## src/rtl/lut_regen_pkg.sv

```systemverilog
package lut_regen_pkg;

  function automatic int fact(input int n);
    int r;
    r = 1;
    for (int i = 2; i <= n; i++) r = r * i;
    return r;
  endfunction

  function automatic int flog2(input int n);
    int r;
    int v;
    r = 0;
    v = n;
    while (v > 1) begin
      v = v / 2;
      r = r + 1;
    end
    return r;
  endfunction

endpackage

```

## src/rtl/lut_lehmer.sv

```systemverilog
module lut_lehmer #(
  parameter int K     = 4,
  parameter int SEL_W = 3,
  parameter int LD_W  = $clog2(K)
) (
  input  logic [K*SEL_W-1:0] sel,
  output logic [K*LD_W-1:0]  digits
);

  for (genvar i = 0; i < K; i++) begin : g_lane
    logic [LD_W-1:0] cnt;
    always_comb begin
      cnt = '0;
      for (int j = i + 1; j < K; j++)
        if (sel[j*SEL_W +: SEL_W] < sel[i*SEL_W +: SEL_W]) cnt = cnt + 1'b1;
    end
    assign digits[i*LD_W +: LD_W] = cnt;
  end

endmodule

```

## src/rtl/lut_rank.sv

```systemverilog
module lut_rank #(
  parameter int K      = 4,
  parameter int LD_W   = $clog2(K),
  parameter int RANK_W = 5,
  parameter int NE     = 4
) (
  input  logic [K*LD_W-1:0] digits,
  output logic [NE-1:0]     code
);

  logic [RANK_W-1:0] acc;

  always_comb begin
    acc = '0;
    for (int i = 0; i < K; i++)
      acc = acc * RANK_W'(K - i) + RANK_W'(digits[i*LD_W +: LD_W]);
  end

  assign code = acc[NE-1:0];

endmodule

```

## src/rtl/lut_regen.sv

```systemverilog
module lut_regen
  import lut_regen_pkg::*;
#(
  parameter int K     = 4,
  parameter int SEL_W = 3,
  localparam int FULL_W   = 1 << K,
  localparam int NE       = flog2(fact(K)),
  localparam int STORED_W = FULL_W - NE
) (
  input  logic                 clk,
  input  logic                 rst,
  input  logic                 in_valid,
  output logic                 in_ready,
  input  logic [STORED_W-1:0]  in_bits,
  input  logic [K*SEL_W-1:0]   in_sel,
  output logic                 out_valid,
  input  logic                 out_ready,
  output logic [FULL_W-1:0]    out_table
);

  localparam int LD_W   = $clog2(K);
  localparam int RANK_W = (fact(K) > 1) ? $clog2(fact(K)) : 1;

  logic [K*LD_W-1:0] digits;
  logic [NE-1:0]     code;
  logic              accept;

  lut_lehmer #(.K(K), .SEL_W(SEL_W), .LD_W(LD_W)) u_lehmer (
    .sel    (in_sel),
    .digits (digits)
  );

  lut_rank #(.K(K), .LD_W(LD_W), .RANK_W(RANK_W), .NE(NE)) u_rank (
    .digits (digits),
    .code   (code)
  );

  assign in_ready = !out_valid;
  assign accept   = in_valid && in_ready;

  always_ff @(posedge clk) begin
    if (rst) begin
      out_valid <= 1'b0;
      out_table <= '0;
    end else if (accept) begin
      out_valid <= 1'b1;
      out_table <= {code, in_bits};
    end else if (out_valid && out_ready) begin
      out_valid <= 1'b0;
    end
  end

endmodule

```

## config.mk

```make
export PLATFORM = sky130hd
export DESIGN_NAME = lut_regen
export DESIGN_NICKNAME = d
export VERILOG_FILES = /design/src/rtl/lut_regen_pkg.sv /design/src/rtl/lut_lehmer.sv /design/src/rtl/lut_rank.sv /design/src/rtl/lut_regen.sv
export SDC_FILE = /design/constraint.sdc
export NUM_CORES = 1
export LEC_CHECK = 0
export CAP_MARGIN = 20
export CORE_UTILIZATION = 35
export DETAILED_ROUTE_END_ITERATION = 6
export GPL_TIMING_DRIVEN = 0
export HOLD_SLACK_MARGIN = 0.06
export PLACE_DENSITY = 0.75
export SETUP_SLACK_MARGIN = 0.02
export SLEW_MARGIN = 0
export SYNTH_ARGS = -nofsm -noshare
export SYNTH_HDL_FRONTEND = slang
export SYNTH_SLANG_ARGS = --single-unit
```

## constraint.sdc

```tcl
create_clock -name clk -period 3.5 [get_ports clk]
set_input_delay 0.7 -clock clk [delete_from_list [all_inputs] [get_ports clk]]
set_output_delay 0.7 -clock clk [all_outputs]
set_load 0.01 [all_outputs]
```

==> results of run 1 <==
==> synthesized netlist by cell type (3+ instances only) <==
| cell type | number | area (um^2) |
|---|---|---|
| a21o_1 | 3 | 22.52 |
| a21oi_1 | 20 | 100.1 |
| buf_2 | 3 | 15.01 |
| dfxtp_1 | 17 | 340.3 |
| ha_1 | 17 | 212.7 |
| inv_1 | 7 | 26.28 |
| nand2_1 | 31 | 116.4 |
| nand2b_1 | 5 | 31.28 |
| nor2b_1 | 3 | 18.77 |
==> critical path, stage by stage <==
cell and delay [ps]:
clkdlybuf4s50_1 490, ha_1 240, nor2b_2 160, nor2_1 100, ha_1 260, xnor2_2 160, fa_1 530, ha_4 200
xor2_2 140, or3_1 350, mux2i_1 150, nor4_1 70
==> final timing paths <==
path	from	end	slack, ps	depth (start not counted)
min reg2reg	out_table[11]	out_table[11]	460	2
min	out_table[11]	out_table[11]	460	2
max reg2reg	out_valid	out_table[15]	2230	5
max	in_sel[5]	out_table[15]	120	12
==> cell type report <==
class	instances	share of cell area
Multi-Input combinational cell	101	0.4539
Tap cell	31	0.02307
Buffer	6	0.02009
Timing Repair Buffer	44	0.2693
Inverter	7	0.01563
Clock buffer	4	0.01563
Sequential cell	17	0.2024
==> metal layers <==
layer | wire length, um | vias up
met5 | 0 | -
met4 | 12 | 0
met3 | 202 | 2
met2 | 1379 | 36
met1 | 1096 | 497
li1 | - | 530
==> stage by stage <==
| step | hold WS, ps | setup slack, ps | cells | area [um^2] | utilization |
|---|---|---|---|---|---|
| CTS | 463.0 | 29.97 | 210 | 1622 | 0.5684 |
| global route | 477.1 | 27.57 | 210 | 1682 | 0.5895 |
| finish | 458.9 | 124.6 | 210 | 1682 | 0.5895 |
| global placement | 442.8 | -385.9 | 206 | 1572 | 0.5509 |
| floorplan | 480.5 | 233.3 | 131 | 1092 | - |
| detailed placement | 449.4 | -452.0 | 206 | 1572 | 0.5509 |
==> power breakdown <==
part / switching (mW) / internal [mW] / total [mW]
registers: 0.00957 / 0.211 / 0.221
clock network: 0.0557 / 0.0442 / 0.0999
logic: 0.116 / 0.142 / 0.258
==> placed cells by master, fill, tap and decap left out, types with 3 or more instances in the layout <==
| master | netlist | layout |
|---|---|---|
| ha_1 | 17 | 13 |
| nand2b_1 | 5 | 5 |
| a21oi_2 | 1 | 3 |
| ha_4 | 0 | 3 |
| a21o_1 | 3 | 3 |
| nand2_1 | 31 | 31 |
| inv_1 | 7 | 5 |
| buf_2 | 3 | 3 |
| dlymetal6s2s_1 | 0 | 5 |
| a21oi_1 | 20 | 18 |
| clkbuf_4 | 0 | 3 |
| dfxtp_1 | 17 | 17 |
| clkdlybuf4s50_1 | 0 | 39 |
==> timing repair <==
item | CTS | global route
setup endpoints to repair | 1 | 1
gates resized for setup | 7 | 13
pin swaps | 0 | 9
==> sequential cells by signal (all words and copies together) (netlist names) <==
register   flops
out_table     16
out_valid      1
==> cells by family (layout without fill, tap and decap cells) <==
| family | after synthesis | after routing | synth area share |
|---|---|---|---|
| xor gates and xnor gates | 3 | 3 | 0.02406 |
| buffers and inverters | 13 | 61 | 0.05498 |
| and+or+nand+nor | 51 | 51 | 0.2325 |
| AOI/OAI and AO/OA | 28 | 28 | 0.1546 |
| DFF | 17 | 17 | 0.3116 |
| adders and majority gates | 18 | 18 | 0.2131 |
| muxes | 1 | 1 | 0.009164 |
==> impl_summary.md, run 1 <==
Floorplanning
For this configuration, the core starts out at a cell density of 0.3829. In this run the core area contains 19 standard-cell rows. The horizontal die dimension is 57.87 um. After floorplanning, the core was sized to cover 2853 um^2. The die covers 3348 um^2. The die height is 57.87 um. In this run the count of I/O pins placed on the die edge is 46.

Run status
The final reports fail on design-rule violations. The run finished, with violations left.

Finish
The area growth from synthesis to layout is 53.95%. The final-layout fill cell count is 276. The footprint of the flip-flops and latches is 340.3 um^2. The number of inserted diodes is 0. The final net count is 226.

The layout cell share with drive strength beyond 1 is 0.1341. The multi-input combinational cells in the finished layout cover a total of 763.2 um^2.

Yosys
Synthesis inferred 17 register bits. The net count after synthesis is 177. The most used flip-flop cell after synthesis is dfxtp_1. Synthesis handed over a netlist of 131 instances. In this run, distinct cell masters in the synthesized netlist total 30.

The netlist area before placement is 1092 um^2. The synthesized design contains 0 enable-type register cells. The async set or reset register ratio after synthesis is 0. The mean cell area of the mapped netlist is 8.338 um^2. The fraction of the yosys area taken by sequential cells is 0.3116. For this run, the number of Yosys warnings is 0.

Clocking
TritonCTS built the clock tree. CTS built an H-tree with a depth of 1. The clock latency on the worst-skew pair is 280 ps. The number of buffers added by the clock tree synthesis step is 3. Buffers added to address setup during post-CTS repair amount to 0. The largest buffer count on any clock path is 2. Clock tree synthesis selected as its root buffer the cell clkbuf_4. The cts-stage hold buffer count is 0. Clock-pin slew was measured on the worst setup and hold paths at 90 ps. The tree built by TritonCTS fans out to 17 sinks.

STA
For the finished layout, the period the worst path requires is 3375 ps. The sum of negative setup slack is 0 ps. The highest attainable clock frequency is 296.3 MHz.

The number of max-slew violations in the final report is 0. For the final database, setup skew stands at 3.697 ps. The final count of hold timing violations came to 0. At the pin with the least slew margin, the transition time is 420.6 ps. Setup repair after global routing left no endpoint under its margin. The period utilization is 0.9644.

The headroom to the max-slew limit is 0.7196. The setup violation total in the final timing report is 0.

Global routing
The layer with the highest usage is met2. For this run, global-route usage on met1 was measured as 0.1803. The maximum number of pins on one net before global-route repair is 11.

For this run, the total global-route usage over all layers was measured as 0.1555. The first-pass GRT wire length is 4209 um. The number of antenna violations at the first check in global routing was 0. The met2 track demand over resource in global routing is 0.2890.

The remaining global-route overflow is 0. The number of global-route vias before repair is 1028. For met3 alone, demand over resource in global routing was 0.03125.

Detailed routing
Summing over every cut layer, the via total after detailed routing is 1065. After detailed routing, the total wire length is 2691 um. Once detail routing completed, the nets flagged for antenna violations numbered 0. After the first detailed-routing iteration, the DRC count stood at 35. Dividing the detail-routed wire length by the instance count gives 12.81 um. The remaining design rule violation count is 3.

The post-detailed-route via-to-cell ratio is 5.071. The first TritonRoute pass finished after 6 iterations.

Power and ir drop
Power comes to 0.5789 mW. Across the VDD grid, the largest voltage drop is 0.2520 mV. The leakage power total is 0.7394 nW. The power per cell area is 344.2 nW/um^2.

Place
Once detailed placement completed, the half-perimeter wirelength came to 2054 um. The total of buffers placed on input and output ports is 44. At the end of routability-driven placement, the weighted congestion stood at 0.8429.

Job
Max-cap violations in this run came to 0.

Critical path
The data arrival time of the worst path is 3550 ps. STA classifies the critical path startpoint as an input pin. The path type of the worst setup path is input pin to flip-flop. In this run the worst path has a maximum fanout of 2. The worst setup path is captured at a flip-flop. The required time of the worst setup path is 3670 ps.

Worst hold path
The worst hold path belongs to the class flip-flop to flip-flop.
Power figures use the tool's default switching activity.
==> run 2, diff against run 1 <==
Settings changed: PLACE_DENSITY 0.75 to 0.78.
Clock period 3.5 ns to 2.9 ns, I/O delays scaled along.
==> impl_summary.md, run 2 (same netlist as run 1, synthesis figures left out) <==
Run status
The flow ran to the end, but the final reports show violations. The final reports fail on design-rule violations, negative setup slack.

Finish
The layout cell share with drive strength beyond 1 came to 0.2378 (+0.1038). out_table holds more flip-flops than any other register. The final net count is 232 (+2.7%). The final standard cell area without fillers came to 1778 um^2 (+5.7%). The area growth from synthesis to layout is 62.77%. The most common library cell in the layout ignoring fill and taps is clkdlybuf4s50_1.

The number of inserted diodes is 0 (unchanged). The final cell count without fillers came to 216 (+2.9%). The final-layout fill cell count is 256 (-7.2%). In the layout the commonest cells are clkdlybuf4s50_1 (32), nand2_1 (31), a21oi_1 (18). The share of the core filled with cells in the final layout was 0.6232 (+0.03377). The largest registers in the layout are out_table x16, out_valid x1. The number of flip-flops in the largest register is 16 (unchanged).

Global routing
The remaining global-route overflow was 0 (unchanged). The overall routing resource usage is 0.1785 (+0.02295). The number of antenna violations at the first check in global routing is 0 (unchanged).

The first-pass GRT wire length was 4602 um (+9.3%). The number of global-route vias before repair came to 1086 (+5.6%). The maximum number of pins on one net before global-route repair is 11 (unchanged).

STA
The final clock skew is 5.261 ps (+1.563 ps). The slew of the pin with the lowest slew margin came to 425.7 ps (+5.082 ps). The number of max-slew violations in the final report came to 0 (unchanged). The worst hold slack is 458.7 ps (-0.2150 ps). Setup repair after global routing could not meet its margin everywhere. The setup violation total in the final timing report is 1 (+1). Of the available clock period, the critical path in the final layout requires 1.017. The minimum clock period after layout is 2950 ps. The final critical-path setup slack came to -50.01 ps (-174.6 ps). The final count of hold timing violations is 0 (unchanged). The headroom to the max-slew limit came to 0.7162 (-0.003388). The highest attainable clock frequency is 339.0 MHz.

Critical path
The worst setup path is captured at a flip-flop. The buffer and inverter count on the worst path is 2 (+1). The required time of the worst setup path was 3080 ps (-590 ps). Walking the worst path, the cells encountered are buf_12, inv_12, ha_4, a21oi_4, nor2b_4, or2_1, ha_2, o21ai_2, fa_1, ha_4, xor2_2, or3_1, mux2i_1, nor4_2. The path type of the worst setup path is input pin to flip-flop. The peak fanout along the critical path is 3 (+1). The type of origin of the critical path is an input pin.

On the critical path the largest part of the delay comes from adder cells. The slowest cell on the critical path is fa_1. The largest stage delay on the critical path is 470 ps (-60 ps). By instance count, the cell type seen most on the critical path is ha_4.

The data arrival time of the worst path came to 3130 ps (-420 ps).

Floorplanning
The die height is 57.87 um (unchanged). The standard cell core area was 2853 um^2 (unchanged). The row count is 19 (unchanged). The die outline area was 3348 um^2 (unchanged). The starting density of the core came to 0.3829 (unchanged). The I/O pin count is 46 (unchanged).

The horizontal die dimension came to 57.87 um (unchanged).

Clocking
The cell at the root of the clock tree is clkbuf_4. The clock latency on the worst-skew pair came to 290 ps (about the same). TritonCTS built the clock tree. The largest buffer count on any clock path is 2 (unchanged).

The count of clock tree sinks is 17 (unchanged). The number of H-tree levels is 1 (unchanged). The cts-stage hold buffer count is 0 (unchanged). The number of buffers added by the clock tree synthesis step is 3 (unchanged). The register clock-pin slew on the reported worst setup and hold paths is 90 ps (about the same).

Detailed routing
The average routed wire per standard cell is 12.90 um (+0.65%). The number of iterations in the first detailed-routing pass came to 6 (unchanged). The remaining antenna violation count is 0 (unchanged). The final wirelength is 2786 um (+3.5%). The post-detailed-route via-to-cell ratio came to 4.949 (-2.4%). The via total after detailed routing is 1069 (+0.38%). The number of violations reported at the end of detailed-routing iteration 0 is 21 (-40%). The remaining design rule violation count is 3 (unchanged).

Place
The area after detailed placement came to 1629 um^2 (+3.7%). The number of placed instances with taps included is 206 (unchanged). The total of buffers placed on input and output ports was 44 (unchanged). The weighted congestion at the end of routability-driven global placement is 0.7799 (-7.5%). The half-perimeter wire length after detailed placement came to 2081 um (+1.3%).

Power and ir drop
The overall power after layout is 0.7423 mW (+28%). The power per cell area is 417.5 nW/um^2 (+21%). The maximum VDD drop came to 0.3089 mV (+23%). The leakage power total is 0.7665 nW (+3.7%).

Worst hold path
The min-delay analysis places its worst path in the category flip-flop to flip-flop.

Job
The reported max-cap violation count was 0 (unchanged).
-- run 2: changes by cell type in the layout (fill, tap and decap cells not counted), moves of 4 or more --
cell,previous run,this run
clkdlybuf4s50_1,39,32
buf_4,0,6
buf_2,3,8
dlymetal6s2s_1,5,1
-- run 2: stage by stage --
| stage | setup TNS [ps] | setup WS (ps) |
|---|---|---|
| global placement | -1175 | -815.7 |
| detailed placement | -1386 | -936.0 |
| global route | -106.8 | -106.8 |
| CTS | -13.92 | -13.92 |
| floorplan | -43.86 | -43.86 |
| finish | -50.01 | -50.01 |
-- run 2: timing repair --
action / CTS / global route
gates cloned: 0 / 0
gates resized for setup: 51 / 7
pin swaps: 15 / 6
setup buffers: 5 / 1
endpoints found under the setup margin: 2 / 1
-- run 2: worst min-delay path, delay by kind of cell (launching register included) --
family	cells	cell delay (ps)
DFF	1	320
AOI/OAI and AO/OA	1	50
and+or+nand+nor	1	50
-- run 2: path summary, 6_finish.rpt --
path         slack, ps             to  cells after the start          from
max                -50  out_table[15]                     14     in_sel[1]
min                460   out_table[8]                      2  out_table[8]
max reg2reg       1530  out_table[15]                      5     out_valid
min reg2reg        460   out_table[8]                      2  out_table[8]
-- run 2: area by class of cell --
type	count	area, um^2	area share
Multi-Input combinational cell	101	829.5	0.4666
Timing Repair Buffer	50	467.9	0.2632
Sequential cell	17	340.3	0.1914
Inverter	7	41.29	0.02322
Tap cell	31	38.79	0.02182
Buffer	6	33.78	0.01900
Clock buffer	4	26.28	0.01478
-- run 2: report_power, final --
group          total, mW  leakage (nW)  internal [mW]  switching, mW
clock              0.124        0.0150         0.0535         0.0704
combinational      0.353         0.612          0.196          0.157
sequential         0.266         0.140          0.255         0.0110
-- run 2: per-layer routing --
| metal | track usage | wire [um] |
|---|---|---|
| met5 | 0 | 0 |
| met4 | 0.08844 | 61 |
| met3 | 0.03795 | 234 |
| met2 | 0.3087 | 1314 |
| met1 | 0.2080 | 1176 |
